<file path="config.mk">
export PLATFORM = sky130hd
export DESIGN_NAME = mp_irq_poster
export DESIGN_NICKNAME = d
export VERILOG_FILES = /design/src/rtl/mp_irq_pkg.sv /design/src/rtl/mp_irq_lane.sv /design/src/rtl/mp_irq_ctrl.sv /design/src/rtl/mp_irq_datapath.sv /design/src/rtl/mp_irq_poster.sv
export SDC_FILE = /design/constraint.sdc
export NUM_CORES = 1
export LEC_CHECK = 0
export CELL_PAD_IN_SITES_DETAIL_PLACEMENT = 1
export CELL_PAD_IN_SITES_GLOBAL_PLACEMENT = 1
export CORE_AREA = 4 4 54 51
export CTS_CLUSTER_DIAMETER = 200
export DETAILED_ROUTE_END_ITERATION = 12
export DIE_AREA = 0 0 58 55
export HOLD_SLACK_MARGIN = 0.06
export PLACE_DENSITY = 0.7
export SETUP_SLACK_MARGIN = 0.5
export SYNTH_ARGS = -nofsm -noshare
export SYNTH_HDL_FRONTEND = slang
export SYNTH_SLANG_ARGS = --single-unit
</file>
<file path="constraint.sdc">
create_clock -name clk -period 0.8 [get_ports clk]
set_clock_uncertainty 0.05 [all_clocks]
set_input_delay 0.12 -clock clk [delete_from_list [all_inputs] [get_ports clk]]
set_output_delay 0.12 -clock clk [all_outputs]
set_load 0.03 [all_outputs]
</file>
<file path="src/rtl/mp_irq_pkg.sv">
package mp_irq_pkg;
  // Address bit that chooses between the identity and the count register
  localparam int SEL_BIT = 2;
  localparam int BYTE_W  = 8;

  typedef struct packed {
    logic              rdStb;    // read access this cycle
    logic              rdCount;  // read targets the processor-count register
    logic              postStb;  // valid post to an existing processor
    logic [BYTE_W-1:0] postIdx;  // target index of the post
  } ctrl_strobe_t;
endpackage

</file>
<file path="src/rtl/mp_irq_lane.sv">
module mp_irq_lane (
  input  logic clk,
  input  logic rstN,
  input  logic stageSet,
  input  logic ack,
  output logic pending
);
  logic stageQ;
  logic pendQ;

  always_ff @(posedge clk or negedge rstN) begin
    if (!rstN) begin
      stageQ <= 1'b0;
      pendQ  <= 1'b0;
    end else begin
      stageQ <= stageSet;
      pendQ  <= stageQ | (pendQ & ~ack);
    end
  end

  assign pending = pendQ;


  staged_becomes_pending_chk: assert property (@(posedge clk) disable iff (!rstN)
    stageQ |=> pendQ);


  rise_needs_stage_chk: assert property (@(posedge clk) disable iff (!rstN)
    $rose(pendQ) |-> $past(stageQ));


  hold_until_ack_chk: assert property (@(posedge clk) disable iff (!rstN)
    (pendQ && !ack) |=> pendQ);


  clear_on_ack_chk: assert property (@(posedge clk) disable iff (!rstN)
    (pendQ && ack && !stageQ) |=> !pendQ);
endmodule

</file>
<file path="src/rtl/mp_irq_ctrl.sv">
module mp_irq_ctrl
  import mp_irq_pkg::*;
#(
  parameter int NUM_CPU = 4,
  parameter int ADDR_W  = 4
) (
  input  logic              busSel,
  input  logic              busWrite,
  input  logic [ADDR_W-1:0] busAddr,
  input  logic [BYTE_W-1:0] busWdata,
  output ctrl_strobe_t      strobes
);
  logic inRange;
  logic countReg;

  assign countReg = busAddr[SEL_BIT];
  assign inRange  = (32'(busWdata) < NUM_CPU);

  always_comb begin
    strobes         = '0;
    strobes.rdStb   = busSel & ~busWrite;
    strobes.rdCount = countReg;
    strobes.postStb = busSel & busWrite & ~countReg & inRange;
    strobes.postIdx = busWdata;
  end


  post_in_range_chk: assert final (!strobes.postStb || (32'(strobes.postIdx) < NUM_CPU));
endmodule

</file>
<file path="src/rtl/mp_irq_datapath.sv">
module mp_irq_datapath
  import mp_irq_pkg::*;
#(
  parameter int NUM_CPU = 4,
  parameter int ID_W    = 2
) (
  input  logic               clk,
  input  logic               rstN,
  input  ctrl_strobe_t       strobes,
  input  logic [ID_W-1:0]    reqId,
  input  logic [NUM_CPU-1:0] ackVec,
  output logic [NUM_CPU-1:0] pendVec,
  output logic [NUM_CPU-1:0] stageVec,
  output logic [BYTE_W-1:0]  rdData
);
  localparam logic [BYTE_W-1:0] CountVal = BYTE_W'(NUM_CPU);

  logic [BYTE_W-1:0] rdNext;

  for (genvar gi = 0; gi < NUM_CPU; gi++) begin : g_lane
    assign stageVec[gi] = strobes.postStb && (strobes.postIdx == BYTE_W'(gi));
    mp_irq_lane u_lane (
      .clk      (clk),
      .rstN     (rstN),
      .stageSet (stageVec[gi]),
      .ack      (ackVec[gi]),
      .pending  (pendVec[gi])
    );
  end

  always_comb begin
    rdNext = '0;
    if (strobes.rdStb) begin
      rdNext = strobes.rdCount ? CountVal : BYTE_W'(reqId);
    end
  end

  always_ff @(posedge clk or negedge rstN) begin
    if (!rstN) rdData <= '0;
    else       rdData <= rdNext;
  end


  idle_read_zero_chk: assert property (@(posedge clk) disable iff (!rstN)
    !strobes.rdStb |=> (rdData == '0));


  single_stage_chk: assert property (@(posedge clk) disable iff (!rstN)
    $onehot0(stageVec));
endmodule

</file>
<file path="src/rtl/mp_irq_poster.sv">
module mp_irq_poster
  import mp_irq_pkg::*;
#(
  parameter int NUM_CPU = 4,
  parameter int ADDR_W  = 4,
  parameter int ID_W    = (NUM_CPU > 1) ? $clog2(NUM_CPU) : 1
) (
  input  logic               clk,
  input  logic               rstN,
  input  logic               busSel,
  input  logic               busWrite,
  input  logic [ADDR_W-1:0]  busAddr,
  input  logic [7:0]         busWdata,
  input  logic [ID_W-1:0]    busReqId,
  output logic [7:0]         busRdata,
  output logic [NUM_CPU-1:0] irqReq,
  input  logic [NUM_CPU-1:0] irqAck
);
  ctrl_strobe_t       strobes;
  logic [NUM_CPU-1:0] stageVec;

  mp_irq_ctrl #(.NUM_CPU(NUM_CPU), .ADDR_W(ADDR_W)) u_ctrl (
    .busSel   (busSel),
    .busWrite (busWrite),
    .busAddr  (busAddr),
    .busWdata (busWdata),
    .strobes  (strobes)
  );

  mp_irq_datapath #(.NUM_CPU(NUM_CPU), .ID_W(ID_W)) u_dp (
    .clk      (clk),
    .rstN     (rstN),
    .strobes  (strobes),
    .reqId    (busReqId),
    .ackVec   (irqAck),
    .pendVec  (irqReq),
    .stageVec (stageVec),
    .rdData   (busRdata)
  );


  count_read_chk: assert property (@(posedge clk) disable iff (!rstN)
    (busSel && !busWrite && busAddr[SEL_BIT]) |=> (busRdata == 8'(NUM_CPU)));


  id_read_chk: assert property (@(posedge clk) disable iff (!rstN)
    (busSel && !busWrite && !busAddr[SEL_BIT]) |=> (busRdata == 8'($past(busReqId))));


  bad_target_chk: assert property (@(posedge clk) disable iff (!rstN)
    (busSel && busWrite && !busAddr[SEL_BIT] && (32'(busWdata) >= NUM_CPU)) |-> (stageVec == '0));


  count_write_ignored_chk: assert property (@(posedge clk) disable iff (!rstN)
    (busSel && busWrite && busAddr[SEL_BIT]) |-> (stageVec == '0));
endmodule

</file>
# Word level (Yosys, flattened, before mapping)
# Index checks and enable logic that the tools add are counted.
# word_totals
out_inout_bits,12
in_bits,22
ff_bits,16
wordCells,38
# op_classes
n_reduce_logical,5
muxes,2
bitwise_logic,18
eq_ne,3
order_cmp,1
# ops
op,n
8-bit by 2-bit equality test with 1-bit output (second input constant),2
1-bit bitwise AND,8
8-bit by 1-bit equality test with 1-bit output (second input constant),1
8-bit zero test,1
8-bit by 3-bit less-than comparator with 1-bit output (second input constant),1
8-bit 2-to-1 mux,1
1-bit inverter,6
1-bit logical AND,4
1-bit OR,4
3-bit 2-to-1 mux,1

# Depth between registers and ports, before layout
# logic_depth
ltp_word,4
depth_mapped,2
mapped_depth_nobuf,2

# Cells and area by module
# A second synthesis with hierarchy kept.
# hier_totals
hier_cells,49
hier_area_um2,541.8
# modules_own_cells
mod,instances,area_per_inst_um2,seq_area_each_um2,cells_per_inst
mp_irq_lane,4,61.3,50.0,4
mp_irq_datapath,1,195.2,75.1,20
mp_irq_ctrl,1,101.3,0.0,13

# Worst setup path before layout
# Ideal clock, no wire load.
# synth_timing
path_type,input to register
startpoint,in busWdata[5]
endpoint,reg u_dp.g_lane[0].u_lane.stageQ
t_required_ps,649
setup_time_ps,101
arrival_ps,857
n_path_buf,0
cell_stages,2
slack_ps,-208
cell_sequence,or4_4 nor4_1
# synth_between
elab_chain_len,3
word_cells_on_any_way,4
cone_classes,1 x order compare; 1 x bitwise; 2 x reduce/logical
# synth_lines
element,line_no,source
start: declaration,mp_irq_poster.sv:13,"input logic [7:0] busWdata,"
8-bit by 3-bit less-than comparator with 1-bit output,mp_irq_ctrl.sv:17,assign inRange = (32'(busWdata) < NUM_CPU);
1-bit bitwise AND,mp_irq_ctrl.sv:23,strobes.postStb = busSel & busWrite & ~countReg & inRange;
1-bit logical AND (*),mp_irq_datapath.sv:21,assign stageVec[gi] = strobes.postStb && (strobes.postIdx == BYTE_W'(gi));
via u_dp.g_lane[0].u_lane.stageSet,mp_irq_lane.sv:4,"input logic stageSet,"
end signal: assignment,mp_irq_lane.sv:16,stageQ <= stageSet;
end: declaration,mp_irq_lane.sv:8,logic stageQ;
# Mark *: on every way through the listed nets, which the timed path passes. The rest lies on a longest branch.

# Worst setup path in the final report
# layout_timing
startpoint,reg u_dp.g_lane[3].u_lane.pendQ
endpoint,out irqReq[3]
# layout_lines
element,line_no,source
start: declaration,mp_irq_lane.sv:9,logic pendQ;
start signal: assignment,mp_irq_lane.sv:17,pendQ <= stageQ | (pendQ & ~ack);
end: declaration,mp_irq_poster.sv:16,"output logic [NUM_CPU-1:0] irqReq,"
# No word-level cell between the ends.

==> flow_summary.yaml <==
run_status:
  status: "finished, violations left"
  violations: "negative hold slack, negative setup slack"
sta:
  hold_viol: 6
  rsz0062_at_grt: "true"
  setup_violations: 12
  fin_ws_ps: -162
  hold_ws_ps: -105
  period_minus_slack_ps: 962
  fmax_ghz: 1.04
  min_period_over_period: 1.20
  drv_slew: 0
die:
  die_w_um: 58
  die-area_um2: 3190
  core_um2: 2160
  die_h_um: 55
  rows: 16
  top_level_ports: 34
  start_util: 0.223
logic_synthesis:
  synth.area.mux_share: 0
  synth_most_common_cell: "dfrtp_1"
  synth_ff_type: "dfrtp_1"
  ys_seq_elements: 11
  yosysTopAreaCellShare: 0.571
  synth-simple-area-share: 0.179
  synth_common_cells: "11 x dfrtp_1, 9 x buf_4, 5 x inv_1, 4 x a21o_1, 4 x nor4_1"
  netlist_instances: 41
  synthAdderAreaFrac: 0
  synth_top_family_by_area: "simple AND/OR/NAND/NOR gates"
  synth_area_leaders: "dfrtp_1 57%, buf_4 14%, a21o_1 6.2%"
  async_flop_share: 1.00
  yosysSeqAreaShare: 0.571
  syn_area_um2: 482
  synth_compound_area_frac: 0.0623
  synth_edf_count: 0
  synth_cell_types: 12
  yosysWarnings: 0
  avgSynthCellArea_um2: 11.7
  synth_top_area_cell: "dfrtp_1"
  synthXorXnorAreaFrac: 0
final_layout:
  finalNetCount: 93
  area.growth.synth_to_final_pct: 87.0
  final_core_utilization: 0.417
  fill_cells: 252
  design_area_um2: 901
  num_antenna_cells: 0
  drive_gt1_frac: 0.543
clocking:
  path_clk_slew_ps: 60
  clk_path_buf_depth: 2
  h-tree-depth: 1
  cts_tree: "yes"
  cts_num_sinks: 11
  numCtsBuffers: 3
  clockRootBuffer: "clkbuf_4"
  clock_latency_ps: 250
drt:
  drt-vias-per-instance: 4.06
  drc: 0
  drt_first_pass_iters: 1
  drtIter0Drc: 0
  vias: 394
  ant_nets: 0
  avgRoutedWirePerCell_um: 11.9
  drt-total-wl_um: 1150
critical_path:
  startpoint_type: "register"
  path_delay_family: "flip-flops"
  end_kind: "primary output"
  cp_max_fo: 2
  arrival_ps: 790
  critPathKind: "reg -> out"
  cpPeakStageDelay_ps: 390
  critPathSlowestCell: "dfrtp_1"
  cp.buffers_inverters: 1
  crit_required_ps: 630
  path_cells: "buf_6"
grt:
  grt_most_used_layer: "met2"
  overflow: 0
  globalRouteMet3Util: 0.0348
  grt_pass1_vias: 460
  antenna_found_initial: 0
  grt_use_met2: 0.164
  grt.met1_usage: 0.0874
  grt.total_usage: 0.0871
  grt_pass1_wl_um: 2030
  grt_max_degree: 7
power:
  power.density_nw_per_um2: 1280
  ir_drop_mv: 0.592
  p_leak_nw: 0.480
placed_design:
  dp_slack_ps: -769
  placed_area_um2: 742
  place_congestion: 0.677
  port_buffers: 25
run:
  drv_cap: 0
worst_hold_path:
  hold_class: "in -> async"
-- metrics by stage --
stage               cells  total power [mW]  TNS [ps]
global placement       91             0.770     -4200
CTS                    97              1.16     -1440
global route           97              1.23     -1820
detailed placement     91             0.773     -4390
floorplan              45             0.656      -792
finish                 97              1.15     -1440
-- cell type report --
type / count / area, um2 / share of cell area
multi-input combinational: 20 / 218 / 0.242
clock buffer: 4 / 26.3 / 0.0292
inverter: 5 / 18.8 / 0.0208
sequential: 11 / 279 / 0.310
tap: 27 / 33.8 / 0.0375
timing repair buffer: 30 / 325 / 0.361
-- final timing paths --
path	startpoint	to	slack [ps]	cells after the start
min reg2reg	u_dp.g_lane[2].u_lane.stageQ	u_dp.g_lane[2].u_lane.pending	380	1
max	u_dp.g_lane[3].u_lane.pending	irqReq[3]	-160	1
max in group asynchronous	rstN	u_dp.g_lane[0].u_lane.stageQ	570	2
min in group clk	busAddr[2]	u_dp.rdData[1]	60	3
min	rstN	u_dp.g_lane[3].u_lane.stageQ	-110	2
max reg2reg	u_dp.g_lane[3].u_lane.pending	u_dp.g_lane[3].u_lane.pending	-20	2
-- sequential cells by signal, indices dropped and copies added (netlist names) --
signal                      cells
u_dp.rdData                     3
u_dp.g_lane.u_lane.stageQ       4
u_dp.g_lane.u_lane.pending      4
-- cells in the final DEF, fill, tap and decap left out, drive strengths merged, types with 2 or more instances in the layout --
cell type / count
buf: 21
dfrtp: 11
inv: 5
conb: 5
a21o: 4
dlygate4sd2: 4
clkdlybuf4s50: 4
nor4: 4
clkbuf: 4
or4: 2
nor4bb: 2
-- routing by layer --
layer,up-vias,part of all wire
met5,-,0
met4,0,0.0070
li1,186,-
met2,22,0.52
met1,184,0.35
met3,2,0.12
-- kinds of logic after synthesis --
| family | Yosys count |
|---|---|
| flops | 11 |
| other cells | 1 |
| compound gates | 4 |
| simple gates | 11 |
| buf+inv | 14 |
-- report_power, final --
part	switching (mW)	internal, mW	leakage (nW)
clock	0.153	0.192	0.0150
sequential	0.00221	0.562	0.148
combinational	0.111	0.130	0.317
total	0.266	0.884	0.480
-- what timing repair did --
| item | CTS | global route |
|---|---|---|
| setup buffers | 1 | 0 |
| pin swaps | 10 | 5 |
| resized for setup | 64 | 4 |
| endpoints found under the hold margin | 13 | 13 |
| cloned | 1 | 0 |
| endpoints found under the setup margin | 29 | 18 |
No activity file was read; power rests on OpenSTA's default activity.
